**src/rtl/boc_pkg.sv**
```systemverilog
package boc_pkg;
   typedef enum logic [2:0] {
      ADDR_CMP0 = 3'd0,
      ADDR_CMP1 = 3'd1,
      ADDR_MOD  = 3'd2,
      ADDR_CTL0 = 3'd3,
      ADDR_CTL1 = 3'd4
   } reg_addr_e;

   localparam int unsigned ADDR_W   = 3;
   localparam int unsigned N_CH     = 2;
   // control word bit positions
   localparam int unsigned B_LINK   = 0;
   localparam int unsigned B_IE_CMP = 1;
   localparam int unsigned B_IE_OVF = 2;
   localparam int unsigned B_CLR_CM = 3;
   localparam int unsigned B_CLR_OV = 4;
   localparam int unsigned CTL_MINW = 5;
endpackage

```
**src/rtl/boc_counter.sv**
```systemverilog
module boc_counter #(
   parameter int unsigned CNT_W = 16
) (
   input  logic             clk_i,
   input  logic             rst_ni,
   input  logic             tick_i,
   input  logic [CNT_W-1:0] mod_i,
   output logic [CNT_W-1:0] cnt_o,
   output logic             ovf_o
);
   logic [CNT_W-1:0] cnt_q;
   logic             at_top;

   assign at_top = (cnt_q >= mod_i);
   assign ovf_o  = tick_i & at_top;
   assign cnt_o  = cnt_q;

   always_ff @(posedge clk_i or negedge rst_ni) begin
      if (!rst_ni) begin
         cnt_q <= '0;
      end else if (tick_i) begin
         cnt_q <= at_top ? '0 : cnt_q + 1'b1;
      end
   end

   AST_CNT_WRAP: assert property (@(posedge clk_i) disable iff (!rst_ni)
      (tick_i && cnt_q >= mod_i) |=> (cnt_q == '0));
   AST_CNT_HOLD: assert property (@(posedge clk_i) disable iff (!rst_ni)
      !tick_i |=> $stable(cnt_q));
endmodule

```
**src/rtl/boc_channel.sv**
```systemverilog
module boc_channel #(
   parameter int unsigned CNT_W = 16
) (
   input  logic             clk_i,
   input  logic             rst_ni,
   input  logic             tick_i,
   input  logic             run_i,
   input  logic             ovf_i,
   input  logic [CNT_W-1:0] cnt_i,
   input  logic [CNT_W-1:0] cmp_i,
   output logic             match_o,
   output logic             pin_o
);
   logic pin_q;

   assign match_o = tick_i & (cnt_i == cmp_i);
   assign pin_o   = pin_q;

   always_ff @(posedge clk_i or negedge rst_ni) begin
      if (!rst_ni) begin
         pin_q <= 1'b0;
      end else if (run_i) begin
         if (ovf_i) begin
            pin_q <= 1'b1;
         end else if (match_o) begin
            pin_q <= 1'b0;
         end
      end
   end

   AST_PIN_SET: assert property (@(posedge clk_i) disable iff (!rst_ni)
      (run_i && ovf_i) |=> pin_q);
   AST_PIN_CLR: assert property (@(posedge clk_i) disable iff (!rst_ni)
      (run_i && match_o && !ovf_i) |=> !pin_q);
endmodule

```
**src/rtl/boc_link.sv**
```systemverilog
module boc_link (
   input  logic clk_i,
   input  logic rst_ni,
   input  logic link_i,
   input  logic link_rise_i,
   input  logic wr_a_i,
   input  logic wr_b_i,
   input  logic ovf_i,
   output logic sel_o
);
   logic sel_q;
   logic last_q;

   assign sel_o = sel_q;

   always_ff @(posedge clk_i or negedge rst_ni) begin
      if (!rst_ni) begin
         sel_q  <= 1'b0;
         last_q <= 1'b0;
      end else if (link_rise_i) begin
         sel_q  <= 1'b0;
         last_q <= 1'b0;
      end else if (link_i) begin
         if (ovf_i) begin
            sel_q <= last_q;
         end
         if (wr_a_i) begin
            last_q <= 1'b0;
         end else if (wr_b_i) begin
            last_q <= 1'b1;
         end
      end else begin
         sel_q  <= 1'b0;
         last_q <= 1'b0;
      end
   end

   AST_SEL_START: assert property (@(posedge clk_i) disable iff (!rst_ni)
      link_rise_i |=> !sel_q);
   AST_SEL_HOLD: assert property (@(posedge clk_i) disable iff (!rst_ni)
      (link_i && !ovf_i && !link_rise_i) |=> $stable(sel_q));
endmodule

```
**src/rtl/boc_timer.sv**
```systemverilog
module boc_timer
   import boc_pkg::*;
#(
   parameter int unsigned CNT_W = 16
) (
   input  logic             clk_i,
   input  logic             rst_ni,
   input  logic             tick_i,
   input  logic             wr_en_i,
   input  logic [2:0]       wr_addr_i,
   input  logic [CNT_W-1:0] wr_data_i,
   input  logic             gpio_i,
   output logic             pin0_o,
   output logic             pin1_o,
   output logic [CNT_W-1:0] cnt_o,
   output logic             cmp0_flag_o,
   output logic             cmp1_flag_o,
   output logic             ovf_flag_o,
   output logic             irq_o
);
   localparam logic [CNT_W-1:0] RST_VAL = '1;

   if (CNT_W < CTL_MINW || CNT_W > 32) begin : g_bad_width
      $error("boc_timer: CNT_W must lie in 5..32");
   end

   logic [CNT_W-1:0] cmp_q [N_CH];
   logic [CNT_W-1:0] mod_q;
   logic             link_q, ie0_q, ieo_q, ie1_q;
   logic             flag0_q, flag1_q, flago_q;

   logic             wr_c0, wr_c1, wr_mod, wr_ctl0, wr_ctl1;
   logic             link_rise, ovf, sel;
   logic [CNT_W-1:0] ch_cmp [N_CH];
   logic             ch_run [N_CH];
   logic             ch_match [N_CH];
   logic             ch_pin [N_CH];
   logic             clr0, clr1, clro;

   assign wr_c0   = wr_en_i && (wr_addr_i == ADDR_CMP0);
   assign wr_c1   = wr_en_i && (wr_addr_i == ADDR_CMP1);
   assign wr_mod  = wr_en_i && (wr_addr_i == ADDR_MOD);
   assign wr_ctl0 = wr_en_i && (wr_addr_i == ADDR_CTL0);
   assign wr_ctl1 = wr_en_i && (wr_addr_i == ADDR_CTL1) && !link_q;
   assign link_rise = wr_ctl0 && wr_data_i[B_LINK] && !link_q;
   assign clr0 = wr_ctl0 && wr_data_i[B_CLR_CM];
   assign clro = wr_ctl0 && wr_data_i[B_CLR_OV];
   assign clr1 = wr_ctl1 && wr_data_i[B_CLR_CM];

   always_ff @(posedge clk_i or negedge rst_ni) begin
      if (!rst_ni) begin
         cmp_q[0] <= RST_VAL;
         cmp_q[1] <= RST_VAL;
         mod_q    <= RST_VAL;
         link_q   <= 1'b0;
         ie0_q    <= 1'b0;
         ieo_q    <= 1'b0;
         ie1_q    <= 1'b0;
      end else begin
         if (wr_c0)   cmp_q[0] <= wr_data_i;
         if (wr_c1)   cmp_q[1] <= wr_data_i;
         if (wr_mod)  mod_q    <= wr_data_i;
         if (wr_ctl0) begin
            link_q <= wr_data_i[B_LINK];
            ie0_q  <= wr_data_i[B_IE_CMP];
            ieo_q  <= wr_data_i[B_IE_OVF];
         end
         if (wr_ctl1) ie1_q <= wr_data_i[B_IE_CMP];
      end
   end

   boc_counter #(.CNT_W(CNT_W)) u_counter (
      .clk_i  (clk_i),
      .rst_ni (rst_ni),
      .tick_i (tick_i),
      .mod_i  (mod_q),
      .cnt_o  (cnt_o),
      .ovf_o  (ovf)
   );

   boc_link u_link (
      .clk_i       (clk_i),
      .rst_ni      (rst_ni),
      .link_i      (link_q),
      .link_rise_i (link_rise),
      .wr_a_i      (wr_c0),
      .wr_b_i      (wr_c1),
      .ovf_i       (ovf),
      .sel_o       (sel)
   );

   for (genvar i = 0; i < N_CH; i++) begin : g_ch
      if (i == 0) begin : g_lead
         assign ch_cmp[i] = (link_q && sel) ? cmp_q[1] : cmp_q[0];
         assign ch_run[i] = 1'b1;
      end else begin : g_follow
         assign ch_cmp[i] = cmp_q[i];
         assign ch_run[i] = !link_q;
      end
      boc_channel #(.CNT_W(CNT_W)) u_ch (
         .clk_i   (clk_i),
         .rst_ni  (rst_ni),
         .tick_i  (tick_i),
         .run_i   (ch_run[i]),
         .ovf_i   (ovf),
         .cnt_i   (cnt_o),
         .cmp_i   (ch_cmp[i]),
         .match_o (ch_match[i]),
         .pin_o   (ch_pin[i])
      );
   end

   always_ff @(posedge clk_i or negedge rst_ni) begin
      if (!rst_ni) begin
         flag0_q <= 1'b0;
         flag1_q <= 1'b0;
         flago_q <= 1'b0;
      end else begin
         if (ch_match[0])                flag0_q <= 1'b1;
         else if (clr0)                  flag0_q <= 1'b0;
         if (ch_match[1] && !link_q)     flag1_q <= 1'b1;
         else if (clr1)                  flag1_q <= 1'b0;
         if (ovf)                        flago_q <= 1'b1;
         else if (clro)                  flago_q <= 1'b0;
      end
   end

   assign pin0_o      = ch_pin[0];
   assign pin1_o      = link_q ? gpio_i : ch_pin[1];
   assign cmp0_flag_o = flag0_q;
   assign cmp1_flag_o = flag1_q;
   assign ovf_flag_o  = flago_q;
   assign irq_o       = (flag0_q & ie0_q) | (flago_q & ieo_q) | (flag1_q & ie1_q);

   AST_FLAG_STICKY: assert property (@(posedge clk_i) disable iff (!rst_ni)
      (flag0_q && !clr0) |=> flag0_q);
   AST_OVF_FLAG_SET: assert property (@(posedge clk_i) disable iff (!rst_ni)
      (tick_i && cnt_o >= mod_q) |=> flago_q);
endmodule

```
**config.mk**
```make
export PLATFORM = sky130hd
export DESIGN_NAME = boc_timer
export DESIGN_NICKNAME = d
export VERILOG_FILES = /design/src/rtl/boc_pkg.sv /design/src/rtl/boc_counter.sv /design/src/rtl/boc_channel.sv /design/src/rtl/boc_link.sv /design/src/rtl/boc_timer.sv
export SDC_FILE = /design/constraint.sdc
export NUM_CORES = 1
export LEC_CHECK = 0
export BUFFER_PORTS_ARGS = -buffer_cell sky130_fd_sc_hd__buf_2
export CORE_ASPECT_RATIO = 0.8
export CORE_MARGIN = 2
export CORE_UTILIZATION = 55
export DETAILED_ROUTE_END_ITERATION = 12
export HOLD_SLACK_MARGIN = 0.05
export PLACE_DENSITY = 0.74
export SYNTH_ARGS = -nofsm -noshare
export SYNTH_HDL_FRONTEND = slang
export SYNTH_SLANG_ARGS = --single-unit
```
**constraint.sdc**
```tcl
create_clock -name clk_i -period 2.85 [get_ports clk_i]
set_clock_uncertainty 0.2 [all_clocks]
set_input_delay 0.285 -clock clk_i [delete_from_list [all_inputs] [get_ports clk_i]]
set_output_delay 0.285 -clock clk_i [all_outputs]
set_load 0.05 [all_outputs]
```
==> key figures <==
Routing
  – First-pass DRT Iterations: 5
  – ANT nets after route: 0
  – Met2 Wirelength: 4230 um
  – Met3 wire len: 520 um
  – Routed WL per cell: around 18 um
  – Drt via density: 5.57
  – Via count: 2,932
  – Highest routed metal layer: met4
  – DRT iter0 DRCs: 153
  – Total Wirelength: 9240 um
  – Post-route DRC: 0
  – DRT met1 WL: 4330 um

Clock tree
  – Clock tree buffer depth: 2
  – CTS tree: yes
  – Total CTS buffers: 9
  – Worst-path clk slew: 0.08 ns
  – Clk_lat worst skew: 0.36 ns
  – H-tree Lvls: 3
  – Clk sinks: 75
  – Root buffer cell: clkbuf_8

STA
  – Post-layout min period: ~2.7 ns
  – Max Fclk: 0.373 GHz
  – Period utilization: 94.0%
  – Worst slew margin: 63.6%
  – Unrepaired setup endpoints after global routing: false
  – Fin. Hold Viols: 0
  – Slew @ Worst Pin: about 0.55 ns
  – Hold_ws: 0.0816 ns
  – Max Slew Vio Count: 0
  – Post-route setup TNS: 0 ns
  – Setup violations, final: 0

Synth
  – Instance count of the mapped netlist: 360
  – Synthesis-stage register bit count: 75
  – Post-synthesis adder-cell area fraction: 5.37%
  – Synth cell types: 44
  – Cell taking the most area after synthesis: dfstp_2
  – Post-synth EDFFs: 0
  – Syn_area_per_cell: 11.0 um2
  – Top post-synthesis cells by count: 48 x dfstp_2, 39 x mux2_2, 35 x nand2_1
  – Compound-Gate Fraction of Synth Area: 8.93%
  – Primary FF master, synth: dfstp_2
  – Synth Net Count: 401
  – Most numerous cell in the Yosys netlist: dfstp_2
  – Post-Synth XOR/XNOR Area: a little under 9%
  – Top area cells in the synthesized netlist: dfstp_2 32%, dfrtp_1 17%, mux2_2 11%
  – Post-synthesis simple-gate area fraction: 11.6%
  – Mux cell area share after synthesis: 12.3%
  – Ys async rst share: 100%
  – Yosys warning total: 0
  – Synth Cell Area: 3960 um2
  – Top-area cell type share of the netlist area: 31.8%
  – Sequential fraction of the synthesis area: 48.9%
  – Largest family of logic cells by synthesized area: multiplexers

Run
  – Max cap viols: 0

Global routing
  – Global-route wire length before repair: 15,300 um
  – GRT overflow: 0
  – Number of global-route vias before repair: 2,933
  – Initial antenna violation count: 0
  – GRT Total Usage: 25.7%
  – Pin count of the biggest net entering global routing: 54

Final layout
  – Final core occ: 69.0%
  – Final Cell Area: 4780 um2
  – ANT cells: 0
  – Layout area overhead: 20.5%
  – Share of layout cells above drive strength 1: 38.5%
  – Final nets: 475

Setup path
  – Arrival @ worst endpoint: 2.73 ns
  – Crit Path Class: reg -> reg
  – Required @ worst endpoint: 2.90 ns
  – Largest fanout on the critical path: 14
  – Reg-to-reg slack, setup: 0.17 ns
  – Worst Setup EP: g_ch[1].u_ch.pin_o$_DFFE_PN0P_
  – R2r worst-path depth: 8
  – FF-to-FF Start: mod_q[6]$_DFFE_PN1P_
  – Worst-path cell chain: inv_1 -> ha_1 -> a21o_1 -> a211oi_1 -> o21ai_1 -> a311o_1 -> and2_4 -> a22o_1
  – Slowest stage cell, crit path: dfstp_2
  – Max incr delay on CP: between 0.5 and 0.6 ns
  – Critical Path Start Type: flip-flop
  – Worst flop-to-flop path endpoint: g_ch[1].u_ch.pin_o$_DFFE_PN0P_
  – CP startpoint: mod_q[6]$_DFFE_PN1P_
  – Crit. End Element: flip-flop

Die
  – CORE AREA: 6930 um2
  – Die Area: 7910 um2
  – Die Wd: 98.9 um
  – Row cnt: 27
  – IO Count: between 40 and 50
  – Initial core utilization: 57.2%
  – Die Y: 79.9 um

Min path
  – Min-delay worst type: in -> reg

Outcome
  – Status: finished clean

Placed design
  – Routability cong.: around 0.85
  – Placed Instance Area: 4360 um2
  – PortBufs: 45
  – Detailed Place HPWL: 6550 um

Power
  – Maximum vdd drop: 0.000435 V
  – LEAKAGE: 2.20 nW
  – Pwr dens: 746 nW/um2
==> cell type report <==
class / count / area [um2]
clock buffer: 11 / 141
clock inverter: 5 / 100
fill: 529 / 2150
inverter: 21 / 78.8
multi-input combinational: 247 / 1860
sequential: 75 / 1940
tap: 87 / 109
timing repair buffer: 80 / 546
==> power by group <==
group | switching [W] | leakage (nW) | internal [W]
Sequential | 0.000141 | 0.861 | 0.00138
Clock | 0.000383 | 0.123 | 0.000603
Combinational | 0.000605 | 1.21 | 0.000456
==> state kept, by name, indices dropped and copies added, names as in the netlist, 2 cells and up <==
signal,count
ch_cmp,16
cmp_q,16
g_ch.u_ch.pin_o,2
mod_q,16
u_counter.cnt_o,16
==> cells in the final DEF (no fill, tap or decap), drive strengths merged, types with 11 or more instances in the layout <==
cell,count
dfrtp,27
dlygate4sd3,18
o21ai,23
nand2,35
inv,21
buf,62
xnor2,25
nor2,18
mux2,39
clkbuf,11
nand3,12
xor2,15
dfstp,48
ha,17
==> kinds of logic after synthesis <==
logic type               Yosys count
AND/OR/NAND/NOR                   95
XOR/XNOR                          40
adder cells (fa/ha/maj)           17
multiplexers                      44
buffers and inverters             38
flip-flops                        75
AO/OA/AOI/OAI                     51
==> critical path: cells and delay by family (launching register included) <==
family / cells / cell delay [ns]
flops: 1 / 0.52
fa+ha+maj: 1 / 0.28
simple gates: 1 / 0.26
compound gates: 5 / 1.27
buf+inv: 1 / 0.05
==> repair_timing <==
action                                 4_1_cts  5_1_grt
resized for setup                            0        0
buffers inserted                             0        0
endpoints found under the hold margin       72        0
hold buffers                                18        0
==> per-layer routing <==
layer  track usage, %  vias up
li1                 -     1388
met1             36.4     1456
met2             38.9       74
met3             5.69       14
met4             9.45        0
met5                0        -
==> how the worst min path moves through the flow <==
stage,startpoint,to,cells after the start,slack [ns]
after floorplan,rst_ni,cmp0_flag_o$_DFFE_PN0P_,0,-0.21
after global placement,rst_ni,u_counter.cnt_o[9]$_DFFE_PN0P_,1,0.09
after detailed placement,rst_ni,u_counter.cnt_o[10]$_DFFE_PN0P_,1,0.09
after CTS,wr_addr_i[1],ovf_flag_o$_DFFE_PN0P_,3,0.06
after global routing,wr_addr_i[1],ovf_flag_o$_DFFE_PN0P_,3,0.1
final,wr_addr_i[1],ovf_flag_o$_DFFE_PN0P_,3,0.08
==> stage by stage <==
step           power (W)  worst slack [ns]  instances
2_1_floorplan    0.00226             0.109        360
3_3_place_gp     0.00254             0.331        492
3_5_place_dp     0.00257             0.213        492
4_1_cts          0.00359             0.214        526
5_1_grt          0.00376            0.0695        526
6_report         0.00356             0.170        526
Power figures use the tool's default switching activity.
